### config.mk
export PLATFORM = sky130hd
export DESIGN_NAME = a429_word_tx
export DESIGN_NICKNAME = d
export VERILOG_FILES = /design/src/rtl/a429_tx_pkg.sv /design/src/rtl/tx_host_port.sv /design/src/rtl/word_fifo.sv /design/src/rtl/serial_framer.sv /design/src/rtl/a429_word_tx.sv
export SDC_FILE = /design/constraint.sdc
export NUM_CORES = 1
export LEC_CHECK = 0
export BUFFER_PORTS_ARGS = -buffer_cell sky130_fd_sc_hd__buf_2
export CAP_MARGIN = 20
export CORE_MARGIN = 2
export CORE_UTILIZATION = 58
export DETAILED_ROUTE_END_ITERATION = 10
export PLACE_DENSITY = 0.74
export SETUP_SLACK_MARGIN = 0.05
export SYNTH_ARGS = -nofsm -noshare
export SYNTH_HDL_FRONTEND = slang
export SYNTH_SLANG_ARGS = --single-unit
export TNS_END_PERCENT = 50
### constraint.sdc
create_clock -name clk -period 8 [get_ports clk]
set_input_delay 0.8 -clock clk [delete_from_list [all_inputs] [get_ports clk]]
set_output_delay 0.8 -clock clk [all_outputs]
set_load 0.05 [all_outputs]
### src/rtl/a429_tx_pkg.sv
package a429_tx_pkg;

    typedef enum logic [1:0] {
        FR_IDLE = 2'd0,
        FR_DATA = 2'd1,
        FR_GAP  = 2'd2
    } fr_state_e;

    typedef struct packed {
        logic slow;
        logic short_w;
    } tx_mode_t;

endpackage

### src/rtl/tx_host_port.sv
module tx_host_port
    import a429_tx_pkg::*;
#(
    parameter int HW = 16
) (
    input  logic            clk,
    input  logic            rst_n,
    input  logic [HW-1:0]   host_data,
    input  logic            ld_lo_n,
    input  logic            ld_hi_n,
    input  logic            cfg_wr_n,
    input  logic            fifo_full,
    output logic            push,
    output logic [2*HW-1:0] push_word,
    output tx_mode_t        mode
);

    typedef struct packed {
        logic          lo_prev;
        logic          hi_prev;
        logic          cfg_prev;
        logic [HW-1:0] lo_half;
        tx_mode_t      mode;
    } port_st_t;

    port_st_t q, d;

    logic lo_fall, hi_fall, cfg_fall;

    always_comb begin
        lo_fall  = q.lo_prev  & ~ld_lo_n;
        hi_fall  = q.hi_prev  & ~ld_hi_n;
        cfg_fall = q.cfg_prev & ~cfg_wr_n;
        d            = q;
        d.lo_prev    = ld_lo_n;
        d.hi_prev    = ld_hi_n;
        d.cfg_prev   = cfg_wr_n;
        if (lo_fall) begin
            d.lo_half = host_data;
        end
        if (cfg_fall) begin
            d.mode.slow    = host_data[0];
            d.mode.short_w = host_data[1];
        end
        // the high-half edge completes the word; R4: dropped when full
        push      = hi_fall & ~fifo_full;
        push_word = {host_data, q.lo_half};
    end

    always_ff @(posedge clk or negedge rst_n) begin
        if (!rst_n) begin
            q.lo_prev  <= 1'b1;
            q.hi_prev  <= 1'b1;
            q.cfg_prev <= 1'b1;
            q.lo_half  <= '0;
            q.mode     <= '0;
        end else begin
            q <= d;
        end
    end

    assign mode = q.mode;

endmodule

### src/rtl/word_fifo.sv
module word_fifo #(
    parameter int W     = 32,
    parameter int DEPTH = 8
) (
    input  logic         clk,
    input  logic         rst_n,
    input  logic         push,
    input  logic [W-1:0] push_word,
    input  logic         pop,
    output logic [W-1:0] head_word,
    output logic         empty,
    output logic         full
);

    localparam int AW = (DEPTH > 1) ? $clog2(DEPTH) : 1;
    localparam int CW = $clog2(DEPTH + 1);

    typedef struct packed {
        logic [DEPTH-1:0][W-1:0] mem;
        logic [AW-1:0]           rd;
        logic [AW-1:0]           wr;
        logic [CW-1:0]           cnt;
    } fifo_st_t;

    fifo_st_t q, d;

    always_comb begin
        d = q;
        if (pop) begin
            d.rd = (q.rd == AW'(DEPTH - 1)) ? '0 : q.rd + 1'b1;
        end
        if (push) begin
            d.mem[q.wr] = push_word;
            d.wr = (q.wr == AW'(DEPTH - 1)) ? '0 : q.wr + 1'b1;
        end
        case ({push, pop})
            2'b10:   d.cnt = q.cnt + 1'b1;
            2'b01:   d.cnt = q.cnt - 1'b1;
            default: d.cnt = q.cnt;
        endcase
    end

    always_ff @(posedge clk or negedge rst_n) begin
        if (!rst_n) begin
            q <= '0;
        end else begin
            q <= d;
        end
    end

    assign head_word = q.mem[q.rd];
    assign empty     = (q.cnt == '0);
    assign full      = (q.cnt == CW'(DEPTH));

    // the loader never writes into a full queue
    p_no_overflow_r4: assert property (@(posedge clk) disable iff (!rst_n)
        push |-> !full);

    // occupancy stays within the depth
    p_count_bound_r4: assert property (@(posedge clk) disable iff (!rst_n)
        q.cnt <= CW'(DEPTH));

    // taking the last word without a new one leaves the queue empty
    p_last_pop_empties_r5: assert property (@(posedge clk) disable iff (!rst_n)
        (q.cnt == CW'(1) && pop && !push) |=> empty);

endmodule

### src/rtl/serial_framer.sv
module serial_framer
    import a429_tx_pkg::*;
#(
    parameter int W         = 32,
    parameter int SHORT_LEN = 25,
    parameter int HALF_FAST = 1000,
    parameter int SLOW_MULT = 8,
    parameter int GAP_BITS  = 4
) (
    input  logic         clk,
    input  logic         rst_n,
    input  logic         tx_en,
    input  logic         fifo_empty,
    input  logic [W-1:0] head_word,
    input  tx_mode_t     mode,
    output logic         pop,
    output logic         line_hi,
    output logic         line_lo
);

    localparam int HALF_SLOW  = HALF_FAST * SLOW_MULT;
    localparam int CW         = $clog2(HALF_SLOW + 1);
    localparam int GAP_HALVES = 2 * GAP_BITS;
    localparam int BW         = $clog2(W + GAP_HALVES + 1);

    typedef struct packed {
        fr_state_e     state;
        logic [CW-1:0] cnt;
        logic [BW-1:0] idx;
        logic          phase;
        logic [W-1:0]  shreg;
        logic          par;
        logic          slow;
        logic          short_w;
        logic          hi;
        logic          lo;
    } fr_st_t;

    fr_st_t q, d;

    logic [W-1:0]  par_mask;
    logic [CW-1:0] half_lim;
    logic [BW-1:0] last_idx;
    logic [BW-1:0] nidx;
    logic          half_end;
    logic          start_ok;
    logic          nbit;

    always_comb begin
        for (int i = 0; i < W; i++) begin
            par_mask[i] = mode.short_w ? (i < SHORT_LEN - 1) : (i < W - 1);
        end
        half_lim = q.slow ? CW'(HALF_SLOW - 1) : CW'(HALF_FAST - 1);
        last_idx = q.short_w ? BW'(SHORT_LEN - 1) : BW'(W - 1);
        half_end = (q.cnt == half_lim);
        start_ok = tx_en & ~fifo_empty;
        nidx     = q.idx + 1'b1;
        nbit     = (nidx == last_idx) ? q.par : q.shreg[1];
        pop      = 1'b0;
        d        = q;

        case (q.state)
            FR_DATA: begin
                d.cnt = q.cnt + 1'b1;
                if (half_end) begin
                    d.cnt = '0;
                    if (!q.phase) begin
                        d.phase = 1'b1;
                        d.hi    = 1'b0;
                        d.lo    = 1'b0;
                    end else if (q.idx == last_idx) begin
                        d.state = FR_GAP;
                        d.idx   = '0;
                        d.phase = 1'b0;
                    end else begin
                        d.idx   = nidx;
                        d.phase = 1'b0;
                        d.shreg = q.shreg >> 1;
                        d.hi    = nbit;
                        d.lo    = ~nbit;
                    end
                end
            end
            FR_GAP: begin
                d.cnt = q.cnt + 1'b1;
                if (half_end) begin
                    d.cnt = '0;
                    d.idx = nidx;
                    if (q.idx == BW'(GAP_HALVES - 1)) begin
                        d.state = FR_IDLE;
                        d.idx   = '0;
                    end
                end
            end
            default: begin
                d.state = FR_IDLE;
            end
        endcase

        // a new word may start from idle, or on the edge that closes a gap
        if ((q.state == FR_IDLE || (q.state == FR_GAP && half_end &&
             q.idx == BW'(GAP_HALVES - 1))) && start_ok) begin
            pop       = 1'b1;
            d.state   = FR_DATA;
            d.cnt     = '0;
            d.idx     = '0;
            d.phase   = 1'b0;
            d.shreg   = head_word;
            d.par     = ~^(head_word & par_mask);
            d.slow    = mode.slow;
            d.short_w = mode.short_w;
            d.hi      = head_word[0];
            d.lo      = ~head_word[0];
        end
    end

    always_ff @(posedge clk or negedge rst_n) begin
        if (!rst_n) begin
            q       <= '0;
            q.state <= FR_IDLE;
        end else begin
            q <= d;
        end
    end

    assign line_hi = q.hi;
    assign line_lo = q.lo;

    // a word is only taken from a non-empty queue
    p_pop_nonempty_r6: assert property (@(posedge clk) disable iff (!rst_n)
        pop |-> !fifo_empty);

    // a word only starts while enabled
    p_pop_enabled_r6: assert property (@(posedge clk) disable iff (!rst_n)
        pop |-> tx_en);

    // the two lines are never active together
    p_lines_exclusive_r8: assert property (@(posedge clk) disable iff (!rst_n)
        !(line_hi && line_lo));

    // second half of every cell is null
    p_null_second_half_r8: assert property (@(posedge clk) disable iff (!rst_n)
        (q.state == FR_DATA && q.phase) |-> (!line_hi && !line_lo));

    // the inter-word gap is null on both lines
    p_gap_null_r10: assert property (@(posedge clk) disable iff (!rst_n)
        (q.state == FR_GAP) |-> (!line_hi && !line_lo));

    // a running word keeps its mode
    p_mode_held_r2: assert property (@(posedge clk) disable iff (!rst_n)
        (q.state == FR_DATA && !pop && $past(q.state == FR_DATA))
            |-> ($stable(q.slow) && $stable(q.short_w)));

endmodule

### src/rtl/a429_word_tx.sv
module a429_word_tx
    import a429_tx_pkg::*;
#(
    parameter int HW        = 16,
    parameter int DEPTH     = 8,
    parameter int SHORT_LEN = 25,
    parameter int HALF_FAST = 1000,
    parameter int SLOW_MULT = 8,
    parameter int GAP_BITS  = 4
) (
    input  logic          clk,
    input  logic          rst_n,
    input  logic [HW-1:0] host_data,
    input  logic          ld_lo_n,
    input  logic          ld_hi_n,
    input  logic          cfg_wr_n,
    input  logic          tx_en,
    output logic          q_empty,
    output logic          line_hi,
    output logic          line_lo
);

    localparam int W = 2 * HW;

    logic         push;
    logic [W-1:0] push_word;
    logic         pop;
    logic [W-1:0] head_word;
    logic         fifo_full;
    tx_mode_t     mode;

    tx_host_port #(.HW(HW)) u_port (
        .clk       (clk),
        .rst_n     (rst_n),
        .host_data (host_data),
        .ld_lo_n   (ld_lo_n),
        .ld_hi_n   (ld_hi_n),
        .cfg_wr_n  (cfg_wr_n),
        .fifo_full (fifo_full),
        .push      (push),
        .push_word (push_word),
        .mode      (mode)
    );

    word_fifo #(.W(W), .DEPTH(DEPTH)) u_fifo (
        .clk       (clk),
        .rst_n     (rst_n),
        .push      (push),
        .push_word (push_word),
        .pop       (pop),
        .head_word (head_word),
        .empty     (q_empty),
        .full      (fifo_full)
    );

    serial_framer #(
        .W         (W),
        .SHORT_LEN (SHORT_LEN),
        .HALF_FAST (HALF_FAST),
        .SLOW_MULT (SLOW_MULT),
        .GAP_BITS  (GAP_BITS)
    ) u_framer (
        .clk        (clk),
        .rst_n      (rst_n),
        .tx_en      (tx_en),
        .fifo_empty (q_empty),
        .head_word  (head_word),
        .mode       (mode),
        .pop        (pop),
        .line_hi    (line_hi),
        .line_lo    (line_lo)
    );

endmodule

==> run summary, run 1 <==
=================================================================================================
Result of the run                                                                    finished clean
Top Family by Delay on Critical Path                                                 XOR/XNOR gates
Initial antenna violation count                                                                 0
Detailed-router iteration count before antenna repair                                           5
I/O Buffers                                                                                    24
Effective utilization at floorplan                                                          0.593
Maximum number of pins on one net before global-route repair                                  132
Clock slew at the register clock pins of the worst setup and hold paths                   0.06 ns
Routed length per placed instance                                                    21.7 microns
Final worst path period share                                                               0.468
Post-cts gate resize count                                                                      0
First-pass GRT wire length                                                           55600 microns
Via density per instance                                                                     6.21
Max transition margin                                                                       0.320
Fin worst setup slack                                                                     4.26 ns
Sink count of the clock tree                                                                  345
IR drop worst, VDD                                                                       0.295 mV
Critical-path maximum fanout                                                                   48
RSZ-0062 raised after global routing                                                           no
Skew-Pair Late Insertion Delay                                                            0.52 ns
Number of DRC violations after detailed-routing iteration 0                                   617
Standby leakage power                                                                     7.72 nW
Setup crit start kind                                                                    register
Synth warnings                                                                                  0
Layout cell share with drive strength beyond 1                                              0.345
Critical-path cell list                                                              buf_4 -> mux4_2 -> mux2i_1 -> xnor3_1 -> xnor2_1 -> nor2_1 -> xnor2_1 -> xnor2_1 -> o21ai_1
Combined area of all synthesized cells                                               0.0160 sq mm
Crit path required time                                                                   8.38 ns
CTS Buffer Depth                                                                                3
Worst setup path category                                                            register to register
Sum of net half-perimeters after detailed placement                                  19200 microns
Area added between synthesis and finish                                                     9.92%
Endpoint of the worst-slack reg-to-reg timing path                                   u_framer.q[4]$_DFFE_PN0N_
Fraction of power spent switching nets                                                      0.335
Post-synthesis sequential area ratio                                                        0.539
Setup total negative slack                                                                   0 ns
Combinational share of power                                                                0.406
RePlAce Congestion                                                                          0.799
Psw                                                                                       2.65 mW
Crit path capture                                                                    u_framer.q[4]$_DFFE_PN0N_
Worst min-delay path category                                                        primary input to async pin
Buffer type at the clock tree root                                                      clkbuf_16
Number of synthesized flops with an enable pin                                                  0
R2R Path Start                                                                       u_fifo.q[7]$_DFFE_PN0N_
Mean Syn Cell Area                                                                     13.3 sq um
Overall die area                                                                     0.0290 sq mm
Core Box Area                                                                        0.0270 sq mm
Delay of the slowest cell on the worst path                                               0.85 ns
Vias post-DR                                                                                 9793
Endpoint kind of the worst setup timing path                                             register
Die height                                                                            170 microns
Clock tree from TritonCTS                                                                    done
Number of buffers and inverters on the critical path                                            1
Horiz. Die Dim                                                                        170 microns
Total wirelength of the detailed-routed design                                       34200 microns
Synthesized net count                                                                        1240
Max-cap violations                                                                              0
Post-CTS setup buffers                                                                          0
Upper clock frequency limit                                                             0.267 GHz
Max Clock Skew                                                                          0.0146 ns
Critical Path Source                                                                 u_fifo.q[7]$_DFFE_PN0N_
Post-layout min period                                                                    3.74 ns
Number of placement rows                                                                       60
Number of antenna-violating nets in the routed design                                           0
Via count of the first global-routing pass                                                   9990
Number of distinct library cell variants in the gate-level netlist after synthesis             50
Number of buffers created by CTS                                                               36
Depth of the CTS H-tree                                                                         2
Total grt overflow                                                                              0
Hold violation count in the final report                                                        0
Cell Int Power                                                                            5.26 mW
Data arrival at the endpoint of the critical path                                         4.13 ns
Number of instances in the synthesized netlist                                               1206
Post-synth top flop                                                                       dfrtp_1
Critical Path Slowest Stage Cell                                                          dfrtp_4
FF-to-FF setup slack                                                                      4.26 ns
Number of buffers added to fix hold violations after cts                                        0
Share of power burned in registers                                                          0.379
Critical Path Most Common Cell                                                            xnor2_1
Worst-Margin Slew                                                                         1.02 ns
Number of remaining DRC errors                                                                  0
Total GRT Usage                                                                             0.247
I/O Pins                                                                                       25
Pwr/cell area                                                                         449 mW/mm^2
# diodes                                                                                        0
Final setup violation count                                                                     0
Worst slack, placed                                                                       4.23 ns
# nets final                                                                                 1246
Seq cells post-synth                                                                          345
Async set-reset flop share out of synthesis                                                  1.00
Clock share of power                                                                        0.215
Worst-case reg-to-reg path depth                                                                9
Max-slew violation count                                                                        0
Worst path depth                                                                                9
=================================================================================================
-- worst register-to-register path, stage by stage (launching register included) --
cell and delay (ns):
dfrtp_4 0.85, buf_4 0.80, mux4_2 0.63, mux2i_1 0.25, xnor3_1 0.46, xnor2_1 0.15, nor2_1 0.06, xnor2_1 0.21
xnor2_1 0.14, o21ai_1 0.07
-- through the flow --
step | utilization | hold WS (ns) | total power, mW | cell area [sq um] | instances
after floorplan | - | 0.435 | 5.51 | 16000 | 1206
after global placement | 0.607 | 0.461 | 6.12 | 16400 | 1514
after detailed placement | 0.607 | 0.470 | 6.22 | 16400 | 1514
after CTS | 0.651 | 0.373 | 7.95 | 17600 | 1577
after global routing | 0.651 | 0.368 | 8.38 | 17600 | 1578
final | 0.651 | 0.386 | 7.91 | 17600 | 1578
-- cells by family after synthesis --
| family | count (synthesis) | synth area share |
|---|---|---|
| mux | 375 | 0.295 |
| flops | 345 | 0.539 |
| simple gates | 194 | 0.0542 |
| compound gates | 156 | 0.0537 |
| buf+inv | 84 | 0.0248 |
| xor+xnor | 40 | 0.0237 |
| fa+ha+maj | 12 | 0.00937 |
-- cell type report --
class,instances,area [sq um]
clock inverter,9,124
timing repair buffer,43,285
inverter,9,33.8
multi-input combinational,777,7020
tap,341,427
clock buffer,54,1070
sequential,345,8640
fill,1967,9420
-- how the worst min path moves through the flow --
stage	start	end	slack, ns	cells past startpoint
finish	rst_n	u_fifo.q[6]$_DFFE_PN0P_	0.39	1
global route	ld_hi_n	u_port.q[19]$_DFF_PN1_	0.37	1
CTS	ld_lo_n	u_port.q[20]$_DFF_PN1_	0.37	1
detailed placement	u_port.mode[1]$_DFFE_PN0P_	u_framer.q[3]$_DFFE_PN0N_	0.47	2
global placement	u_port.mode[1]$_DFFE_PN0P_	u_framer.q[3]$_DFFE_PN0N_	0.46	2
floorplan	u_port.mode[1]$_DFFE_PN0P_	u_framer.q[3]$_DFFE_PN0N_	0.43	2
-- per-layer routing --
layer,track usage,wire (microns),vias to the layer above
li1,-,-,4369
met1,0.356,15600,5133
met2,0.393,16200,230
met3,0.0444,1620,61
met4,0.0658,736,0
met5,0,0,-
-- power by group through the flow --
stage	Combinational, mW	Clock [mW]	Sequential (mW)
6_report	3.21	1.70	3.00
5_1_grt	3.48	1.80	3.09
4_1_cts	3.23	1.73	2.99
3_5_place_dp	3.21	0	3.02
3_3_place_gp	3.15	0	2.98
2_1_floorplan	2.70	0	2.81
-- cell usage after synthesis, types with 3 or more instances --
master / number / area, sq um
clkbuf_1: 35 / 131
and2_1: 4 / 25.0
and3_1: 8 / 50.1
mux2_2: 277 / 3120
nor2_1: 82 / 308
o21ai_0: 27 / 135
xor2_1: 13 / 114
ha_1: 12 / 150
nor3_1: 13 / 65.1
nand2_1: 50 / 188
inv_1: 8 / 30.0
a21oi_1: 88 / 440
dfstp_2: 3 / 78.8
nand4_1: 6 / 37.5
o22ai_1: 20 / 125
dfrtp_1: 342 / 8560
o31ai_1: 4 / 30.0
buf_1: 8 / 30.0
mux4_1: 11 / 289
mux4_2: 35 / 788
o21ai_1: 3 / 15.0
buf_4: 5 / 37.5
nand2b_1: 6 / 37.5
nand4b_1: 3 / 26.3
buf_2: 23 / 115
nand3_1: 10 / 50.1
xnor2_1: 24 / 210
buf_6: 3 / 33.8
mux2i_1: 50 / 500
-- state kept, by name, summed over array words and instances (netlist names) --
signal	cells
u_port.q	3
u_fifo.q	266
u_framer.line_hi	1
u_framer.q	56
u_port.push_word	16
u_framer.line_lo	1
u_port.mode	2
-- cells in the final DEF, fill, tap and decap left out, types with 6 or more instances in the layout --
| master | n |
|---|---|
| dfrtp_1 | 340 |
| mux2_2 | 277 |
| a21oi_1 | 88 |
| nor2_1 | 81 |
| mux2i_1 | 50 |
| nand2_1 | 49 |
| clkbuf_16 | 37 |
| mux4_2 | 35 |
| o21ai_0 | 27 |
| xnor2_1 | 24 |
| buf_2 | 23 |
| o22ai_1 | 20 |
| buf_4 | 18 |
| xor2_1 | 13 |
| ha_1 | 12 |
| nor3_1 | 11 |
| mux4_1 | 11 |
| nand3_1 | 9 |
| clkbuf_1 | 9 |
| inv_1 | 8 |
| and3_1 | 8 |
| clkbuf_8 | 8 |
| nand2b_1 | 6 |
| nand4_1 | 6 |
Note: power is estimated with default switching activity, not from simulation.
==> run 2: changes to the inputs <==
CORE_UTILIZATION = 57   (was 58)
PLACE_DENSITY = 0.76   (was 0.74)
clock period = 3.1 ns   (was 8 ns; I/O delays follow)
==> run 2 against run 1 <==
  * Sequential power grew to 2.6 times the previous value
  * Critical path type unchanged
  * Global-route usage grew 0.11 points
  * Via count grew 2.2%
  * Largest cell class unchanged
  * Worst setup slack lost 4.0 ns
  * Wire length grew 2.1%
==> run summary, run 2 (same netlist as run 1, synthesis figures left out) <==
======================================================================================
Horiz. Die Dim                                                             172 microns
Number of remaining DRC errors                                                       0
Setup crit start kind                                                         register
Layout cell share with drive strength beyond 1                                   0.355
Result of the run                                                         finished clean
Die height                                                                 172 microns
Share of power burned in registers                                               0.375
Number of DRC violations after detailed-routing iteration 0                        766
Max Used Layer                                                                    met4
Number of fill cells                                                              1994
Effective utilization at floorplan                                               0.578
Worst-Margin Slew                                                             0.902 ns
Detailed route wirelength on metal2                                       17200 microns
Detailed-router iteration count before antenna repair                                5
Clock tree from TritonCTS                                                         done
Worst setup path category                                                 register to register
Sink count of the clock tree                                                       345
Hold violation count in the final report                                             0
Via density per instance                                                          6.10
Max-slew violation count                                                             0
Psw                                                                            7.01 mW
Commonest cells after routing, fill and taps aside                        340 x dfrtp_1, 277 x mux2_2, 88 x a21oi_1, 81 x nor2_1, 50 x mux2i_1
Area taken by flip-flops and latches                                      0.00864 sq mm
Final worst path period share                                                    0.923
Fraction of power spent switching nets                                           0.339
Cell Int Power                                                                 13.7 mW
Clock slew at the register clock pins of the worst setup and hold paths        0.06 ns
Critical-path cell list                                                   buf_12 -> buf_4 -> mux2i_1 -> o22ai_1 -> a21oi_1 -> xor2_1 -> xnor2_1 -> xnor2_1 -> xnor2_2 -> xnor2_1 -> o21ai_1
Combinational share of power                                                     0.427
Pwr/cell area                                                             1150 mW/mm^2
IR drop worst, VDD                                                            0.948 mV
Number of antenna-violating nets in the routed design                                0
Final cell utilization of the core                                               0.648
Worst min-delay path category                                             primary input to register
Crit path required time                                                        3.48 ns
Clock share of power                                                             0.197
Post-CTS setup buffers                                                               0
Maximum number of pins on one net before global-route repair                       100
Critical Path Slowest Stage Cell                                               dfrtp_4
Total GRT Usage                                                                  0.249
Final setup violation count                                                          0
Met3 WL post-DR                                                           1630 microns
Buffer type at the clock tree root                                           clkbuf_16
Area taken by multi-input logic gates                                     0.00705 sq mm
Area added between synthesis and finish                                          12.1%
Vias post-DR                                                                     10000
I/O Pins                                                                            25
First-pass GRT wire length                                                56600 microns
Endpoint kind of the worst setup timing path                                  register
RePlAce Congestion                                                               0.806
Setup total negative slack                                                        0 ns
Core Box Area                                                             0.0277 sq mm
Max Clock Skew                                                              0.00867 ns
Skew-Pair Late Insertion Delay                                                 0.52 ns
Delay of the slowest cell on the worst path                                    0.59 ns
Largest register by flop count                                                u_fifo.q
# diodes                                                                             0
Max transition margin                                                            0.398
# nets final                                                                      1275
Total grt overflow                                                                   0
Depth of the CTS H-tree                                                              2
Leading cell type in the layout, fill and taps excluded                        dfrtp_1
Via count of the first global-routing pass                                       10400
CTS Buffer Depth                                                                     3
Sum of net half-perimeters after detailed placement                       21200 microns
Total wirelength of the detailed-routed design                            35000 microns
Max reg flops                                                                      266
Data arrival at the endpoint of the critical path                              3.24 ns
Routed length per placed instance                                         21.3 microns
Critical Path Most Common Cell                                                 xnor2_1
Number of placement rows                                                            61
Max-cap violations                                                                   0
Number of buffers created by CTS                                                    37
Critical-path maximum fanout                                                        21
Upper clock frequency limit                                                  0.349 GHz
Post-layout min period                                                         2.86 ns
DRT met1 WL                                                               15300 microns
Initial antenna violation count                                                      0
Overall die area                                                          0.0295 sq mm
RSZ-0062 raised after global routing                                                no
I/O Buffers                                                                         24
Standby leakage power                                                          7.86 nW
======================================================================================
run 2: metrics by stage:
| step | area (sq um) | hold slack [ns] | instances | setup WS (ns) | total power [mW] |
|---|---|---|---|---|---|
| after floorplan | 16000 | 0.0144 | 1206 | 0.0709 | 14.2 |
| after CTS | 17900 | 0.134 | 1640 | 0.185 | 20.4 |
| after detailed placement | 16800 | 0.426 | 1576 | 0.216 | 16.2 |
| after global placement | 16800 | 0.424 | 1576 | 0.269 | 15.9 |
| final | 18000 | 0.153 | 1640 | 0.237 | 20.7 |
| after global routing | 18000 | 0.168 | 1640 | 0.0267 | 21.9 |
run 2: cell type report:
| cell class | count | share of cell area |
|---|---|---|
| inverter | 9 | 0.00195 |
| clock inverter | 7 | 0.00397 |
| sequential | 345 | 0.481 |
| clock buffer | 53 | 0.0572 |
| timing repair buffer | 71 | 0.0365 |
| tap | 378 | 0.0263 |
| multi-input combinational | 777 | 0.393 |
run 2: final timing paths:
path                                                  from  slack (ns)  cells after the start                        end
max in group asynchronous                            rst_n        1.75                      3     u_port.q[19]$_DFF_PN1_
min in group asynchronous                            rst_n        0.41                      2  u_fifo.q[203]$_DFFE_PN0P_
worst min-delay path                         host_data[15]        0.15                      2   u_fifo.q[73]$_DFFE_PN0P_
worst min register to register  u_port.mode[1]$_DFFE_PN0P_        0.47                      2  u_framer.q[3]$_DFFE_PN0N_
worst max-delay path               u_fifo.q[7]$_DFFE_PN0N_        0.24                     11  u_framer.q[4]$_DFFE_PN0N_
worst max register to register     u_fifo.q[7]$_DFFE_PN0N_        0.24                     11  u_framer.q[4]$_DFFE_PN0N_
run 2: critical path: cells and delay by family, from the launching register on:
family | cells | cell delay [ns]
AOI/OAI and AO/OA | 3 | 0.43
xor gates and xnor gates | 5 | 1.00
buffers and inverters | 2 | 0.47
DFF | 1 | 0.59
muxes | 1 | 0.22
run 2: layer usage:
metal	vias to the layer above	global-route usage
li1	4440	-
met1	5232	0.341
met2	264	0.410
met3	71	0.0373
met4	0	0.0814
met5	-	0
run 2: power by group through the flow:
stage	clock network [mW]	registers [mW]	logic, mW
2_1_floorplan	0	7.27	6.97
3_3_place_gp	0	7.66	8.27
3_5_place_dp	0	7.79	8.46
4_1_cts	4.17	7.74	8.52
5_1_grt	4.35	8.00	9.56
6_report	4.08	7.77	8.83
run 2: timing repair:
action / CTS / global route
hold buffers: 4 / 0
resized for setup: 0 / 2
hold endpoints to repair: 92 / 0
setup endpoints to repair: 0 / 2
==> run 3: changes to the inputs <==
ABC_AREA = 1   (was unset)
==> run 3 against run 2 <==
  * Largest power group is now sequential cells
  * First-iteration DRC count up 67%
  * Sequential share of layout area decreased by 3.2 points
  * Critical path depth up 4
  * Highest routed layer unchanged
  * Wire length is 25% higher
  * Register-to-register slack improved by 0.08 ns
  * Global-route usage increased by 3.3 points
  * Utilization down 1.6 points
  * Fmax is 2.8% higher
  * Die area increased by 8.9%
  * Sequential power fell by 12%
==> run summary, run 3 <==
=================================================================================================
Async set-reset flop share out of synthesis                                                  1.00
DRT met1 WL                                                                          19400 microns
Compound-gate portion of the synthesized area                                               0.131
Clock slew at the register clock pins of the worst setup and hold paths                   0.06 ns
CTS Buffer Depth                                                                                3
Worst setup path category                                                            register to register
Area share of fa/ha/maj cells after synthesis                                             0.00859
RePlAce Congestion                                                                          0.858
Max Used Layer                                                                               met4
Mux cell area share after synthesis                                                             0
Number of DRC violations after detailed-routing iteration 0                                  1280
Maximum number of pins on one net before global-route repair                                   83
Standby leakage power                                                                     9.88 nW
Leading cell type in the layout, fill and taps excluded                                   nand2_1
Number of instances in the synthesized netlist                                               2345
XOR/XNOR share of the synthesized area                                                    0.00852
Max transition margin                                                                       0.475
Max-cap violations                                                                              0
Number of buffers added to fix hold violations after cts                                        4
Vias post-DR                                                                                15100
Delay of the slowest cell on the worst path                                               0.43 ns
Buffer type at the clock tree root                                                      clkbuf_16
Number of distinct library cell variants in the gate-level netlist after synthesis             46
WHS Path Cells                                                                                  3
Pwr/cell area                                                                         818 mW/mm^2
Via count of the first global-routing pass                                                  14200
Cell types with the highest counts after synthesis                                   879 x nand2_1, 342 x dfrtp_1, 317 x o21ai_0
Worst min-delay path category                                                        primary input to register
Final worst path period share                                                               0.898
Worst-Margin Slew                                                                        0.787 ns
Critical-path maximum fanout                                                                   16
Post-synthesis sequential area ratio                                                        0.494
Combined area of all synthesized cells                                               0.0175 sq mm
Synthesized net count                                                                        2379
Final setup violation count                                                                     0
Total GRT Usage                                                                             0.281
# diodes                                                                                        0
Met3 WL post-DR                                                                      2740 microns
Initial antenna violation count                                                                 0
Top cells by area in the synthesized netlist                                         dfrtp_1 49%, nand2_1 19%, o21ai_0 9.1%
Most used standard cell by instance count after synthesis                                 nand2_1
Overall die area                                                                     0.0321 sq mm
Total grt overflow                                                                              0
Number of remaining DRC errors                                                                  0
Routed length per placed instance                                                    15.9 microns
Setup crit start kind                                                                    register
Largest register by flop count                                                           u_fifo.q
Post-CTS setup buffers                                                                          0
Clock tree from TritonCTS                                                                    done
# nets final                                                                                 2358
Effective utilization at floorplan                                                          0.575
Number of synthesized flops with an enable pin                                                  0
Share of the synthesized area in the top cell type                                          0.489
Critical Path Slowest Stage Cell                                                          dfrtp_1
Upper clock frequency limit                                                             0.359 GHz
First-pass GRT wire length                                                           71800 microns
I/O Pins                                                                                       25
Detailed route wirelength on metal2                                                  20300 microns
I/O Buffers                                                                                    24
Max-slew violation count                                                                        0
Post-Layout Cell Count                                                                       2750
Area added between synthesis and finish                                                     9.93%
Via density per instance                                                                     5.50
Synth warnings                                                                                  0
Seq cells post-synth                                                                          345
Die height                                                                            179 microns
Layout cell share with drive strength beyond 1                                             0.0658
Number of fill cells                                                                         2708
Commonest cells after routing, fill and taps aside                                   879 x nand2_1, 339 x dfrtp_1, 317 x o21ai_0, 229 x inv_1, 145 x nand3_1
Number of placement rows                                                                       64
RSZ-0062 raised after global routing                                                           no
Sum of net half-perimeters after detailed placement                                  25800 microns
Result of the run                                                                    finished clean
Endpoint kind of the worst setup timing path                                             register
Cell taking the most area after synthesis                                                 dfrtp_1
Max Clock Skew                                                                          0.0164 ns
Sink count of the clock tree                                                                  345
Max reg flops                                                                                 266
Detailed-router iteration count before antenna repair                                           5
Setup total negative slack                                                                   0 ns
Critical-path cell list                                                              ha_1 -> nand2_1 -> inv_1 -> nand3_1 -> nor2_1 -> inv_1 -> o21bai_2 -> nand2_4 -> inv_4 -> ha_1 -> nor2_1 -> nor4_1 -> a31oi_1 -> a211oi_1 -> xor2_1
Number of antenna-violating nets in the routed design                                           0
Post-layout min period                                                                    2.78 ns
Combinational family with the most area after synthesis                              simple AND/OR/NAND/NOR gates
Hold violation count in the final report                                                        0
Data arrival at the endpoint of the critical path                                         3.23 ns
Depth of the CTS H-tree                                                                         2
Post-cts gate resize count                                                                      0
Skew-Pair Late Insertion Delay                                                            0.53 ns
Instance count after placement with tap cells included                                       2676
Number of buffers created by CTS                                                               38
Horiz. Die Dim                                                                        179 microns
Basic-gate share of the synthesized area counting and, or, nand and nor cells               0.271
Core Box Area                                                                        0.0304 sq mm
Worst-case reg-to-reg path depth                                                               15
Mean Syn Cell Area                                                                     7.46 sq um
IR drop worst, VDD                                                                       0.644 mV
Post-synth top flop                                                                       dfrtp_1
Total wirelength of the detailed-routed design                                       43600 microns
Crit path required time                                                                   3.55 ns
=================================================================================================
==> run 3: cell types whose count changed after synthesis, moves of 50 or more <==
| cell | before | now |
|---|---|---|
| nand2_1 | 50 | 879 |
| nand3_1 | 10 | 149 |
| mux2_2 | 277 | 0 |
| o21ai_0 | 27 | 317 |
| inv_1 | 8 | 230 |
| mux2i_1 | 50 | 0 |
| a21oi_1 | 88 | 13 |
==> run 3: path summary, 6_finish.rpt <==
kind	from	to	slack (ns)
hold / removal	host_data[13]	u_fifo.q[231]$_DFFE_PN0P_	0.17
hold reg to reg	u_fifo.q[42]$_DFFE_PN0P_	u_fifo.q[42]$_DFFE_PN0P_	0.48
setup reg to reg	u_framer.q[38]$_DFFE_PN0P_	u_fifo.q[3]$_DFFE_PN0P_	0.32
setup / recovery	u_framer.q[38]$_DFFE_PN0P_	u_fifo.q[3]$_DFFE_PN0P_	0.32
max in group asynchronous	rst_n	u_port.q[20]$_DFF_PN1_	1.83
min in group asynchronous	rst_n	u_fifo.q[169]$_DFFE_PN0P_	0.38
==> run 3: worst max-delay path, delay by kind of cell (launching register included) <==
kind,cells,cell delay (ns)
xor gates and xnor gates,1,0.16
adders and majority gates,2,0.38
buffers and inverters,3,0.25
DFF,1,0.43
AOI/OAI and AO/OA,3,0.48
and+or+nand+nor,6,0.99
==> run 3: area by class of cell <==
cell class	instances	area, sq um	share of cell area
clock buffers	59	1120	0.0583
clock inverters	11	130	0.00677
inverters	241	910	0.0473
multi-input cells	1635	7350	0.382
flip-flops and latches	345	8640	0.450
well taps	396	495	0.0258
repair buffers	63	571	0.0297
==> run 3: where the power goes <==
group	internal, mW	leakage (nW)	switching [mW]
clock network	2.67	0.612	1.84
registers	6.02	4.44	0.837
logic	1.58	4.83	2.78
==> run 3: metrics by stage <==
stage                     setup slack [ns]  cell area, sq um  utilization  hold slack, ns  total power [mW]
after floorplan                      0.335             17500            -          0.0144              10.0
after global placement               0.445             17900        0.589           0.370              11.0
after detailed placement             0.385             17900        0.589           0.372              11.2
after CTS                            0.367             19200        0.632           0.160              15.8
after global routing                0.0690             19200        0.632           0.184              16.9
final                                0.317             19200        0.632           0.165              15.7
==> run 3: metal layers <==
layer  global-route usage  vias to the layer above
met5                    0                        -
met4               0.0934                        0
met3               0.0409                       97
met2                0.453                      459
met1                0.392                     7177
li1                     -                     7397
==> run 3: cells by family after synthesis <==
logic type | count (synthesis)
xor+xnor | 17
simple gates | 1179
buf+inv | 365
fa+ha+maj | 12
compound gates | 427
flops | 345
